===== config.mk =====
export PLATFORM = sky130hd
export DESIGN_NAME = dma_txn_arbiter
export DESIGN_NICKNAME = d
export VERILOG_FILES = /design/src/rtl/dma_arb_pkg.sv /design/src/rtl/dma_prio_pick.sv /design/src/rtl/dma_beat_counter.sv /design/src/rtl/dma_grant_gate.sv /design/src/rtl/dma_txn_arbiter.sv
export SDC_FILE = /design/constraint.sdc
export NUM_CORES = 1
export LEC_CHECK = 0
export ABC_CLOCK_PERIOD_IN_PS = 1100
export BUFFER_PORTS_ARGS = -buffer_cell sky130_fd_sc_hd__buf_2
export CAP_MARGIN = 40
export CORE_UTILIZATION = 38
export DETAILED_ROUTE_END_ITERATION = 16
export MAX_ROUTING_LAYER = met4
export PLACE_DENSITY = 0.78
export SYNTH_ARGS = -nofsm -noshare
export SYNTH_HDL_FRONTEND = slang
export SYNTH_SLANG_ARGS = --single-unit

===== constraint.sdc =====
create_clock -name clk -period 1.1 [get_ports clk]
set_input_delay 0.22 -clock clk [delete_from_list [all_inputs] [get_ports clk]]
set_output_delay 0.22 -clock clk [all_outputs]
set_load 0.05 [all_outputs]

===== src/rtl/dma_arb_pkg.sv =====
package dma_arb_pkg;
  typedef enum logic [2:0] {
    PM_ACTIVE    = 3'd0,
    PM_LP_ACTIVE = 3'd1,
    PM_IDLE      = 3'd2,
    PM_LP_IDLE   = 3'd3,
    PM_SLEEP     = 3'd4,
    PM_SUSPEND   = 3'd5
  } pwr_mode_e;

  localparam int unsigned BEATS_NARROW = 1;
  localparam int unsigned BEATS_WIDE   = 2;
endpackage


===== src/rtl/dma_prio_pick.sv =====
module dma_prio_pick #(
  parameter int unsigned NUM_CH = 8,
  localparam int unsigned IDX_W = (NUM_CH > 1) ? $clog2(NUM_CH) : 1
) (
  input  logic [NUM_CH-1:0] req,
  output logic [NUM_CH-1:0] onehot,
  output logic [IDX_W-1:0]  idx,
  output logic              any
);
  logic [NUM_CH:0] lower_seen;
  assign lower_seen[0] = 1'b0;

  for (genvar i = 0; i < NUM_CH; i++) begin : g_chain
    assign lower_seen[i+1] = lower_seen[i] | req[i];
    assign onehot[i]       = req[i] & ~lower_seen[i];
  end

  assign any = lower_seen[NUM_CH];

  always_comb begin
    idx = '0;
    for (int i = NUM_CH - 1; i >= 0; i--) begin
      if (req[i]) idx = IDX_W'(i);
    end
  end

  always_comb begin
    assert_pick_onehot_R1: assert ($onehot0(onehot));
    if (any) begin
      assert_pick_matches_R2: assert (onehot[idx] && req[idx]);
    end
  end
endmodule


===== src/rtl/dma_beat_counter.sv =====
module dma_beat_counter #(
  parameter int unsigned MAX_BEATS = dma_arb_pkg::BEATS_WIDE,
  localparam int unsigned CNT_W = (MAX_BEATS > 1) ? $clog2(MAX_BEATS) : 1
) (
  input  logic clk,
  input  logic rst_n,
  input  logic load,
  input  logic load_wide,
  input  logic beat,
  output logic last
);
  logic [CNT_W-1:0] left_q;

  localparam logic [CNT_W-1:0] LEFT_WIDE   = CNT_W'(dma_arb_pkg::BEATS_WIDE - 1);
  localparam logic [CNT_W-1:0] LEFT_NARROW = CNT_W'(dma_arb_pkg::BEATS_NARROW - 1);

  always_ff @(posedge clk or negedge rst_n) begin
    if (!rst_n) begin
      left_q <= '0;
    end else if (load) begin
      left_q <= load_wide ? LEFT_WIDE : LEFT_NARROW;
    end else if (beat && left_q != '0) begin
      left_q <= left_q - 1'b1;
    end
  end

  assign last = (left_q == '0);

  assert_count_range_R4: assert property (@(posedge clk) disable iff (!rst_n)
    left_q <= CNT_W'(MAX_BEATS - 1));
  assert_count_steps_R4: assert property (@(posedge clk) disable iff (!rst_n)
    (beat && !load && !last) |=> last);
endmodule


===== src/rtl/dma_grant_gate.sv =====
module dma_grant_gate
  import dma_arb_pkg::*;
(
  input  logic [2:0] pwr_mode,
  input  logic       dbg_halt,
  input  logic       beat_in,
  output logic       arb_ok,
  output logic       beat_ok
);
  logic mode_ok;

  always_comb begin
    unique case (pwr_mode)
      PM_ACTIVE, PM_LP_ACTIVE, PM_IDLE, PM_LP_IDLE: mode_ok = 1'b1;
      default:                                       mode_ok = 1'b0;
    endcase
  end

  assign arb_ok  = mode_ok & ~dbg_halt;
  assign beat_ok = beat_in & ~dbg_halt;

  always_comb begin
    if (dbg_halt) begin
      assert_halt_blocks_R7: assert (!arb_ok && !beat_ok);
    end
  end
endmodule


===== src/rtl/dma_txn_arbiter.sv =====
module dma_txn_arbiter #(
  parameter int unsigned NUM_CH = 8,
  localparam int unsigned IDX_W = (NUM_CH > 1) ? $clog2(NUM_CH) : 1
) (
  input  logic              clk,
  input  logic              rst_n,
  input  logic [NUM_CH-1:0] req,
  input  logic [NUM_CH-1:0] wide,
  input  logic              beat_done,
  input  logic [2:0]        pwr_mode,
  input  logic              dbg_halt,
  input  logic              sleep_req,
  output logic [NUM_CH-1:0] grant,
  output logic              busy,
  output logic              drained
);
  logic [NUM_CH-1:0] pick_oh;
  logic [IDX_W-1:0]  pick_idx;
  logic              pick_any;
  logic              arb_ok;
  logic              beat_ok;
  logic              last_beat;
  logic              txn_end;
  logic              start;
  logic [NUM_CH-1:0] grant_q;
  logic              active_q;

  dma_prio_pick #(.NUM_CH(NUM_CH)) u_pick (
    .req    (req),
    .onehot (pick_oh),
    .idx    (pick_idx),
    .any    (pick_any)
  );

  dma_grant_gate u_gate (
    .pwr_mode (pwr_mode),
    .dbg_halt (dbg_halt),
    .beat_in  (beat_done & active_q),
    .arb_ok   (arb_ok),
    .beat_ok  (beat_ok)
  );

  dma_beat_counter #(.MAX_BEATS(dma_arb_pkg::BEATS_WIDE)) u_beats (
    .clk       (clk),
    .rst_n     (rst_n),
    .load      (start),
    .load_wide (wide[pick_idx]),
    .beat      (beat_ok),
    .last      (last_beat)
  );

  assign txn_end = beat_ok & last_beat;
  assign start   = arb_ok & pick_any & (~active_q | txn_end);

  always_ff @(posedge clk or negedge rst_n) begin
    if (!rst_n) begin
      grant_q  <= '0;
      active_q <= 1'b0;
    end else if (start) begin
      grant_q  <= pick_oh;
      active_q <= 1'b1;
    end else if (txn_end) begin
      grant_q  <= '0;
      active_q <= 1'b0;
    end
  end

  assign grant   = grant_q;
  assign busy    = active_q;
  assign drained = sleep_req & ~active_q & ~pick_any;

  assert_grant_onehot_R1: assert property (@(posedge clk) disable iff (!rst_n)
    $onehot0(grant));
  assert_busy_matches_grant_R10: assert property (@(posedge clk) disable iff (!rst_n)
    busy == (grant != '0));
  assert_no_preempt_R5: assert property (@(posedge clk) disable iff (!rst_n)
    (busy && !beat_done) |=> $stable(grant));
  assert_halt_freezes_R7: assert property (@(posedge clk) disable iff (!rst_n)
    dbg_halt |=> $stable(grant));
  assert_mode_blocks_R8: assert property (@(posedge clk) disable iff (!rst_n)
    (!busy && pwr_mode > 3'd3) |=> !busy);
  assert_drained_clean_R9: assert property (@(posedge clk) disable iff (!rst_n)
    drained |-> (!busy && req == '0 && sleep_req));
endmodule


* After elaboration in Yosys (flattened, before gate mapping)
Cells that the tools add are included.
Widths: inputs -> output; s select.
** Cells by class
- Add/sub/neg operators :: 1
- Equal/unequal tests :: 3
- Bitwise operators :: 34
- Reductions and logical operators :: 5
- Order comparisons :: 1
- Muxes and demuxes :: 18
** Operators with widths (number)
- $mux 3 :: 8
- $mux 8 :: 2
- $and 1x1->1 :: 15
- $not 1->1 :: 11
- $or 1x1->1 :: 8
- $mux 1 :: 7
- $eq 3x2->1 const B :: 2
- $lt 3x4->1 const B :: 1
- $reduce_bool 2->1 :: 2
- $reduce_or 4->1 :: 1
- $bmux 1 s3 :: 1
- $eq 3x1->1 const B :: 1
- $logic_not 3->1 :: 1
- $logic_and 1x1->1 :: 1
- $sub 1x1->1 const B :: 1
** Word-level totals
- Flip-flop bits (word level) :: 10
- Input bits :: 24
- Logic and storage cells :: 65

* Logic depth before layout (Yosys ltp)
Gate-level depths: netlist (run 1).
- Word-level depth :: 12
- Depth in mapped cells :: 6
- Depth with buffers taken out :: 6

* Cells and area by module
Synthesis (run 1) repeated with hierarchy kept, for this count alone.
** Second synthesis, totals
- Cells, all modules :: 57
- Area, all modules :: 600.6 um^2
** By module, submodules not included
- dma_txn_arbiter :: sequential area each 225.2 um^2, cells each 28, area each 404.1 um^2, times used 1
- dma_prio_pick :: sequential area each 0.0 um^2, cells each 23, area each 141.4 um^2, times used 1
- dma_beat_counter :: sequential area each 25.0 um^2, cells each 4, area each 45.0 um^2, times used 1
- dma_grant_gate :: sequential area each 0.0 um^2, cells each 2, area each 10.0 um^2, times used 1

* Worst setup path after synthesis (run 1)
OpenSTA, ideal clock, no wires.
- Path kind :: reg2reg
- From :: register active_q, in the netlist busy
- To :: register grant_q[5], in the netlist grant[5]
- Setup slack :: -0.435 ns
- Arrival time :: 1.414 ns
- Period minus slack after synthesis :: 1.535 ns
- Stages on the path, launching flop included :: 5
- Library setup time :: 0.121 ns
- Data required time :: 0.979 ns
- Path through :: dfrtp_1 o21ai_0 nor2b_4 and2_4 a32o_2
** On the way
- Word-level cells in the longest chain between the ends :: 6
- Elaborated cells between the ends (all ways) :: 8
** Ends and longest elaborated chain
- start: declaration :: line dma_txn_arbiter.sv:26 : logic active_q;
- start signal: assignment :: line dma_txn_arbiter.sv:58 : active_q <= 1'b0;
- start signal: assignment :: line dma_txn_arbiter.sv:61 : active_q <= 1'b1;
- start signal: assignment :: line dma_txn_arbiter.sv:64 : active_q <= 1'b0;
- $and 1x1->1 :: line dma_txn_arbiter.sv:38 : .beat_in (beat_done & active_q),
- $and 1x1->1 :: line dma_grant_gate.sv:20 : assign beat_ok = beat_in & ~dbg_halt;
- $and 1x1->1 :: line dma_txn_arbiter.sv:52 : assign txn_end = beat_ok & last_beat;
- $or 1x1->1 :: line dma_txn_arbiter.sv:53 : assign start = arb_ok & pick_any & (~active_q | txn_end);
- $and 1x1->1 :: line dma_txn_arbiter.sv:53
- $mux 8 / $reduce_bool 2->1 (equally long branches)
- end signal: assignment :: line dma_txn_arbiter.sv:60 : grant_q <= pick_oh;
- end: declaration :: line dma_txn_arbiter.sv:25 : logic [NUM_CH-1:0] grant_q;
Several ways; a longest one is shown, not always the timed one.
A chain may end at the register's enable or synchronous reset.

* Worst setup path in the final report (run 1)
- From :: input req[1]
- To :: output drained
** On the way
- Word-level cells in the longest chain between the ends :: 9
** Ends and longest elaborated chain
- start: declaration :: line dma_txn_arbiter.sv:7 : input logic [NUM_CH-1:0] req,
- $or 1x1->1 (7 in a row) :: line dma_prio_pick.sv:14 : assign lower_seen[i+1] = lower_seen[i] | req[i];
- $not 1->1 :: line dma_txn_arbiter.sv:70 : assign drained = sleep_req & ~active_q & ~pick_any;
- $and 1x1->1 :: line dma_txn_arbiter.sv:70
- end: declaration :: line dma_txn_arbiter.sv:15 : output logic drained
No other way between the ends.

==> summary.txt, run 1 <==
Run status - finished with violations
Failing checks - setup timing
Metal2 WL - 1060 um
Max Buffers Root-to-Sink - 2
Post-Place Setup Slack - -526 ps
GPL Wtd Cong - 0.754
Register area share after synthesis - 0.400
Worst Path Required - 880 ps
Ys flop type - dfrtp_1
Core footprint - 1520 um2
CTS tree - done
Slowest-stage cell, CP - nor4_4
Final core utilization - 0.794
Worst path arrival time - 1190 ps
Final Cycle Share - 1.28
Tot GR Track Use - 0.263
Min Hold Slack - 225 ps
Mean post-synth cell area - 10.3 um2
Initial antenna violation count - 0
Pin count of the biggest net entering global routing - 11
Final Hold Fails - 0
Final instance area - 1210 um2
Dominant cells by area after synthesis - dfrtp_1, a22o_1, a32o_2
Die Area - 1810 um2
FF+latch count, synth - 10
Vert. Die Dim - 42.6 um
Sw Pwr - 0.423 mW
Setup violators final - 10
WL per Instance - 15.1 um
Crit path kind - in2out
Starting DRC count in detailed routing - 6
Detail Route Antenna Nets - 0
Crit path launch type - primary input
Worst-Skew Late Latency - 260 ps
Crit path capture type - output port
Multi-input logic area - 460 um2
Total clock sinks - 10
Cells after Synth - 61
Fin crit period - 1410 ps
Internal Power - 0.793 mW
Worst Tran Pin Value - 307 ps
H-tree depth - 1
Die Wd - 42.6 um
Via count - 743
Dpl cell area - 897 um2
Num CTS Buffers - 3
FILL cells - 93
DR top layer - met4
Vias in the first global route - 799
Starting Density - 0.411
HPWL Detailed - 1370 um
Max Freq - 711 MHz
Ant. Diodes - 0
Pre-antenna DRT Iters - 4
First-pass GRT wire length - 3450 um
Area Overhead vs Synth - 93.4%
Post-synth top cells - dfrtp_1, nor2_1, a22o_1, nand3_1, o21ai_0
EDFF count, synth - 0
Leak pwr - 0.606 nW
Most used cell along the critical path - buf_8
Critical path fanouts, max - 3
Final WS setup - -306 ps
CTS clk-pin slew, worst paths - 70 ps
Clk_skew - 7.65 ps
RSZ-0062 raised after global routing - true
Slew HR - 0.794
Syn Nets - 85
Root Buffer - clkbuf_4
Site row count - 14
Power Density - 1010 nW/um2
Combinational group share of total power - 0.421
CP peak stage delay - 300 ps
Total Wirelength - 2010 um
Asr flop ratio synth - 1.00
DR DRC count - 0
VDD IR max - 0.859 mV
Nets@finish - 142
Power, Total - 1.22 mW
Reg area - 251 um2
Post-route met1 wirelength - 768 um
Count leader, synth - dfrtp_1
Max-slew violation count - 0
Via-to-Cell Ratio - 5.59
Synth cell types - 27
Cell Area, Synth - 626 um2
IO Pins - 34
Yosys warning count - 0
Met3 WL - 106 um
Crit-path cells - buf_8 -> nor4_4 -> and3_4 -> and3b_2 -> buf_8
Port bufs - 31
Max Cap Viol - 0
Overflow after GRT - 0
Placed Cells - 119
Flop pwr share - 0.360
Total negative setup slack - -2520 ps
Cell taking the most area after synthesis - dfrtp_1
Worst Path Buf+Inv - 2
Sw Share - 0.348
Fraction of layout cells with a size suffix above 1 - 0.709
Non-filler cells, final - 133
Clock share of power - 0.219
Min-delay worst type - in2reg
Worst path top cell family by delay - simple AND/OR/NAND/NOR gates
Yosys top cell area share - 0.400
area by class of cell:
cell class                      instances  share of cell area
Inverter                                2             0.00620
Tap cell                               16              0.0165
Clock buffer                            4              0.0217
Sequential cell                        10               0.208
Timing Repair Buffer                   52               0.367
Multi-Input combinational cell         49               0.381
power by group through the flow:
stage	clock (mW)	combinational, mW	sequential [mW]
2_1_floorplan	0	0.126	0.544
3_3_place_gp	0	0.384	0.438
3_5_place_dp	0	0.394	0.439
4_1_cts	0.274	0.492	0.436
5_1_grt	0.297	0.544	0.441
6_report	0.267	0.512	0.438
layer usage:
metal | vias up | track usage
li1 | 345 | -
met3 | 10 | 0.0776
met1 | 350 | 0.271
met2 | 38 | 0.458
met5 | - | -
met4 | 0 | 0.113
flip-flops by register name (all words and copies together) (netlist names):
register        flops
grant               8
busy                1
u_beats.left_q      1
placed cells by master (no fill, tap or decap), types with 3 or more instances in the layout:
master    count
a22o_1        4
a32o_2        3
buf_2        13
buf_4        24
buf_6         7
buf_8         6
clkbuf_4      3
dfrtp_1       9
nand3_2       4
nor2_1        3
kinds of logic after synthesis:
group / after synthesis / synth area share
AOI/OAI and AO/OA: 18 / 0.240
buffers and inverters: 2 / 0.0120
DFF: 10 / 0.400
muxes: 3 / 0.0520
and+or+nand+nor: 28 / 0.296
path summary, 6_finish.rpt:
| check | start | endpoint | slack, ps | depth (start not counted) |
|---|---|---|---|---|
| max in group asynchronous | rst_n | busy | 530 | 2 |
| setup reg to reg | u_beats.left_q | grant[1] | -190 | 4 |
| setup / recovery | req[1] | drained | -310 | 5 |
| hold / removal | pwr_mode[2] | busy | 230 | 3 |
| min in group asynchronous | rst_n | busy | 350 | 2 |
| hold reg to reg | grant[5] | grant[5] | 500 | 1 |
timing repair:
| item | in CTS | in global routing |
|---|---|---|
| hold buffers | 1 | 0 |
| cloned | 0 | 0 |
| gates resized for setup | 54 | 10 |
| pin swaps | 21 | 11 |
| hold endpoints to repair | 10 | 0 |
| setup endpoints to repair | 16 | 14 |
| setup buffers | 8 | 2 |
worst reg2reg max path, stage by stage (launching register included):
cell	delay (ps)
dfrtp_1	390
o21ai_1	180
nor2b_4	280
nor2_4	90
a32o_1	220
Power figures use the tool's default switching activity.
==> inputs of run 2 (changes only) <==
--- a/config.mk
+++ b/config.mk
@@ -7,11 +7,12 @@
 export LEC_CHECK = 0
 export ABC_CLOCK_PERIOD_IN_PS = 1100
 export BUFFER_PORTS_ARGS = -buffer_cell sky130_fd_sc_hd__buf_2
-export CAP_MARGIN = 40
+export CAP_MARGIN = 0
 export CORE_UTILIZATION = 38
 export DETAILED_ROUTE_END_ITERATION = 16
 export MAX_ROUTING_LAYER = met4
 export PLACE_DENSITY = 0.78
 export SYNTH_ARGS = -nofsm -noshare
 export SYNTH_HDL_FRONTEND = slang
+export SYNTH_HIERARCHICAL = 1
 export SYNTH_SLANG_ARGS = --single-unit
==> run 2 against run 1 <==
  * The flow still finishes with violations (setup timing)
  * Combinational power is 10% higher
  * Clock power decreased by 4%
  * Register-to-register slack got worse by 150 ps
  * Sequential cell count unchanged
  * Global-route usage shrank 4.1 points
  * Total power increased by 3.5%
  * Maximum frequency is 20% lower
  * Critical endpoint is now u_beats/left_q
  * Largest cell class unchanged
  * Largest power group unchanged
==> summary.txt, run 2 <==
Worst r2r dst - grant[6]
WL per Instance - 14.3 um (-5.2%)
Site row count - 13 (-1)
EDFF count, synth - 0 (unchanged)
R2R setup slack - -340 ps (-150 ps)
Core footprint - 1380 um2 (-9.3%)
Overflow after GRT - 0 (unchanged)
Tot GR Track Use - 0.222 (-0.0410)
Final instance area - 1110 um2 (-8.0%)
RSZ-0062 raised after global routing - true
Ys flop type - dfrtp_1
Leak pwr - 0.547 nW (-9.8%)
Combinational group share of total power - 0.449 (+0.028)
Hold depth - 2 (-1)
Total negative setup slack - -5870 ps (-3350 ps)
Worst Tran Pin Value - 370 ps (+62.5 ps)
Post-synth top cells - dfrtp_1, a22o_1, nand2_1, nor2_1
Final Hold Fails - 0 (unchanged)
Max Freq - 569 MHz (-20%)
Vert. Die Dim - 41.8 um (-1.9%)
Worst Path Buf+Inv - 2 (unchanged)
Detail Route Antenna Nets - 0 (unchanged)
Max-slew violation count - 0 (unchanged)
Worst-Skew Late Latency - 250 ps (about the same)
Worst path arrival time - 1900 ps (+710 ps)
Min Hold Slack - 288 ps (+62.9 ps)
Reg2reg path depth - 5 (+1)
FILL cells - 94 (+1.1%)
Syn Nets - 81 (-4.7%)
Sw Share - 0.360 (+0.0119)
DR DRC count - 0 (unchanged)
Die Area - 1740 um2 (-3.8%)
Root Buffer - clkbuf_4
Hold worst-path end - grant[0]
Pin count of the biggest net entering global routing - 11 (unchanged)
H-tree depth - 1 (unchanged)
CTS tree - done
First-pass GRT wire length - 2910 um (-16%)
Dominant cells by area after synthesis - dfrtp_1, a22o_1, mux4_1
Area Overhead vs Synth - 85.4%
Crit path capture type - flip-flop
Non-filler cells, final - 130 (-2.3%)
Register area share after synthesis - 0.417 (+0.0167)
Worst path top cell family by delay - simple AND/OR/NAND/NOR gates
Cell taking the most area after synthesis - dfrtp_1
Final Cycle Share - 1.60 (+0.320)
R2r startpoint - busy
Port bufs - 31 (unchanged)
Num CTS Buffers - 3 (unchanged)
Starting DRC count in detailed routing - 10 (+4)
Min-delay worst type - in2reg
Synth cell types - 24 (-11%)
Dpl cell area - 928 um2 (+3.5%)
Setup violators final - 12 (+2)
Power Density - 1130 nW/um2 (+12%)
CP peak stage delay - 560 ps (+260 ps)
Run status - finished with violations
GPL Wtd Cong - 0.815 (+8.1%)
Max FFs per register - 8 (unchanged)
Count leader, synth - dfrtp_1
Placed Cells - 119 (unchanged)
Die Wd - 41.8 um (-1.9%)
Slew HR - 0.753 (-0.0418)
Crit path launch type - primary input
Slowest-stage cell, CP - or4_4
Nets@finish - 140 (-1.4%)
Mean post-synth cell area - 10.5 um2 (+2.7%)
Min-delay src - req[0]
Cell Area, Synth - 601 um2 (-4.0%)
Most common cell after layout, fill and taps aside - buf_4
Starting Density - 0.434 (+0.0239)
Ant. Diodes - 0 (unchanged)
Post-Place Setup Slack - -857 ps (-331 ps)
IO Pins - 34 (unchanged)
Fraction of layout cells with a size suffix above 1 - 0.652 (-0.0572)
Cells after Synth - 57 (-6.6%)
Total Wirelength - 1860 um (-7.3%)
Max Buffers Root-to-Sink - 2 (unchanged)
Via-to-Cell Ratio - 5.15 (-7.9%)
Final WS setup - -658 ps (-352 ps)
Vias in the first global route - 665 (-17%)
CTS clk-pin slew, worst paths - 70 ps (about the same)
Clk_skew - 3.31 ps (-4.33 ps)
Crit path kind - in2reg
Fin crit period - 1760 ps (+352 ps)
Internal Power - 0.806 mW (+1.6%)
Pre-antenna DRT Iters - 4 (unchanged)
FF+latch count, synth - 10 (unchanged)
Total clock sinks - 10 (unchanged)
Crit-path cells - buf_8 -> or4_4 -> buf_4 -> a21oi_4 -> mux4_2 -> mux2_4 -> nand2_2 -> o31ai_2
Via count - 669 (-10%)
Commonest cells after routing, fill and taps aside - buf_4, buf_2, dfrtp_1, a22o_1
Asr flop ratio synth - 1.00 (unchanged)
Yosys warning count - 6 (+6)
Yosys top cell area share - 0.417 (+0.0167)
Sw Pwr - 0.453 mW (+7.0%)
Failing checks - setup timing
HPWL Detailed - 1260 um (-7.7%)
Critical path fanouts, max - 3 (unchanged)
Flop pwr share - 0.348 (-0.012)
Power, Total - 1.26 mW (+3.5%)
Worst Path Required - 1240 ps (+360 ps)
Max Cap Viol - 0 (unchanged)
Final core utilization - 0.805 (+0.0115)
Initial antenna violation count - 0 (unchanged)
VDD IR max - 0.871 mV (+1.3%)
Clock share of power - 0.203 (-0.016)
## run 2: worst reg2reg max path, stage by stage, from the launching register on
cell and delay, ps:
dfrtp_2 360, and2_1 130, nor2b_1 190, nand2_1 230, a21oi_4 300, a22o_1 180
## run 2: routing by layer
metal,vias up,global-route usage,share of wire
li1,330,-,-
met1,326,0.261,0.43
met2,13,0.397,0.55
met3,0,0.0522,0.020
met4,0,0.0194,0
met5,-,-,0
## run 2: worst max path at each step
stage / startpoint / endpoint / slack, ps / cells past startpoint
after floorplan: req[0] / drained / -630 / 4
after detailed placement: req[0] / u_beats/left_q / -860 / 7
after global routing: req[1] / drained / -670 / 6
final: req[1] / u_beats/left_q / -660 / 8
after global placement: req[0] / u_beats/left_q / -780 / 7
after CTS: req[1] / drained / -630 / 6
## run 2: layout make-up
| cell class | count | area (um2) | area share |
|---|---|---|---|
| clock buffers | 4 | 26.3 | 0.0236 |
| well taps | 15 | 18.8 | 0.0169 |
| multi-input cells | 45 | 419 | 0.376 |
| inverters | 2 | 7.51 | 0.00674 |
| flip-flops and latches | 10 | 251 | 0.226 |
| repair buffers | 54 | 390 | 0.351 |
## run 2: cell families (layout without fill, tap and decap cells)
kind of cell | after synthesis | in the layout | synth area share
AOI/OAI and AO/OA | 16 | 17 | 0.215
buffers and inverters | 3 | 60 | 0.0250
DFF | 10 | 10 | 0.417
muxes | 3 | 3 | 0.106
and+or+nand+nor | 25 | 25 | 0.237
## run 2: power by group through the flow
stage               registers [mW]  clock network, mW  logic [mW]
floorplan                    0.576                  0       0.137
global placement             0.440                  0       0.450
detailed placement           0.438                  0       0.459
CTS                          0.436              0.268       0.527
global route                 0.443              0.287       0.600
finish                       0.438              0.256       0.565
## run 2: repair_timing
item                       in CTS  in global routing
pin swaps                      10                  3
hold buffers                    1                  0
setup endpoints to repair      17                 15
gates cloned                    0                  1
buffers inserted                2                  4
hold endpoints to repair       10                  0
gates resized for setup        24                  9
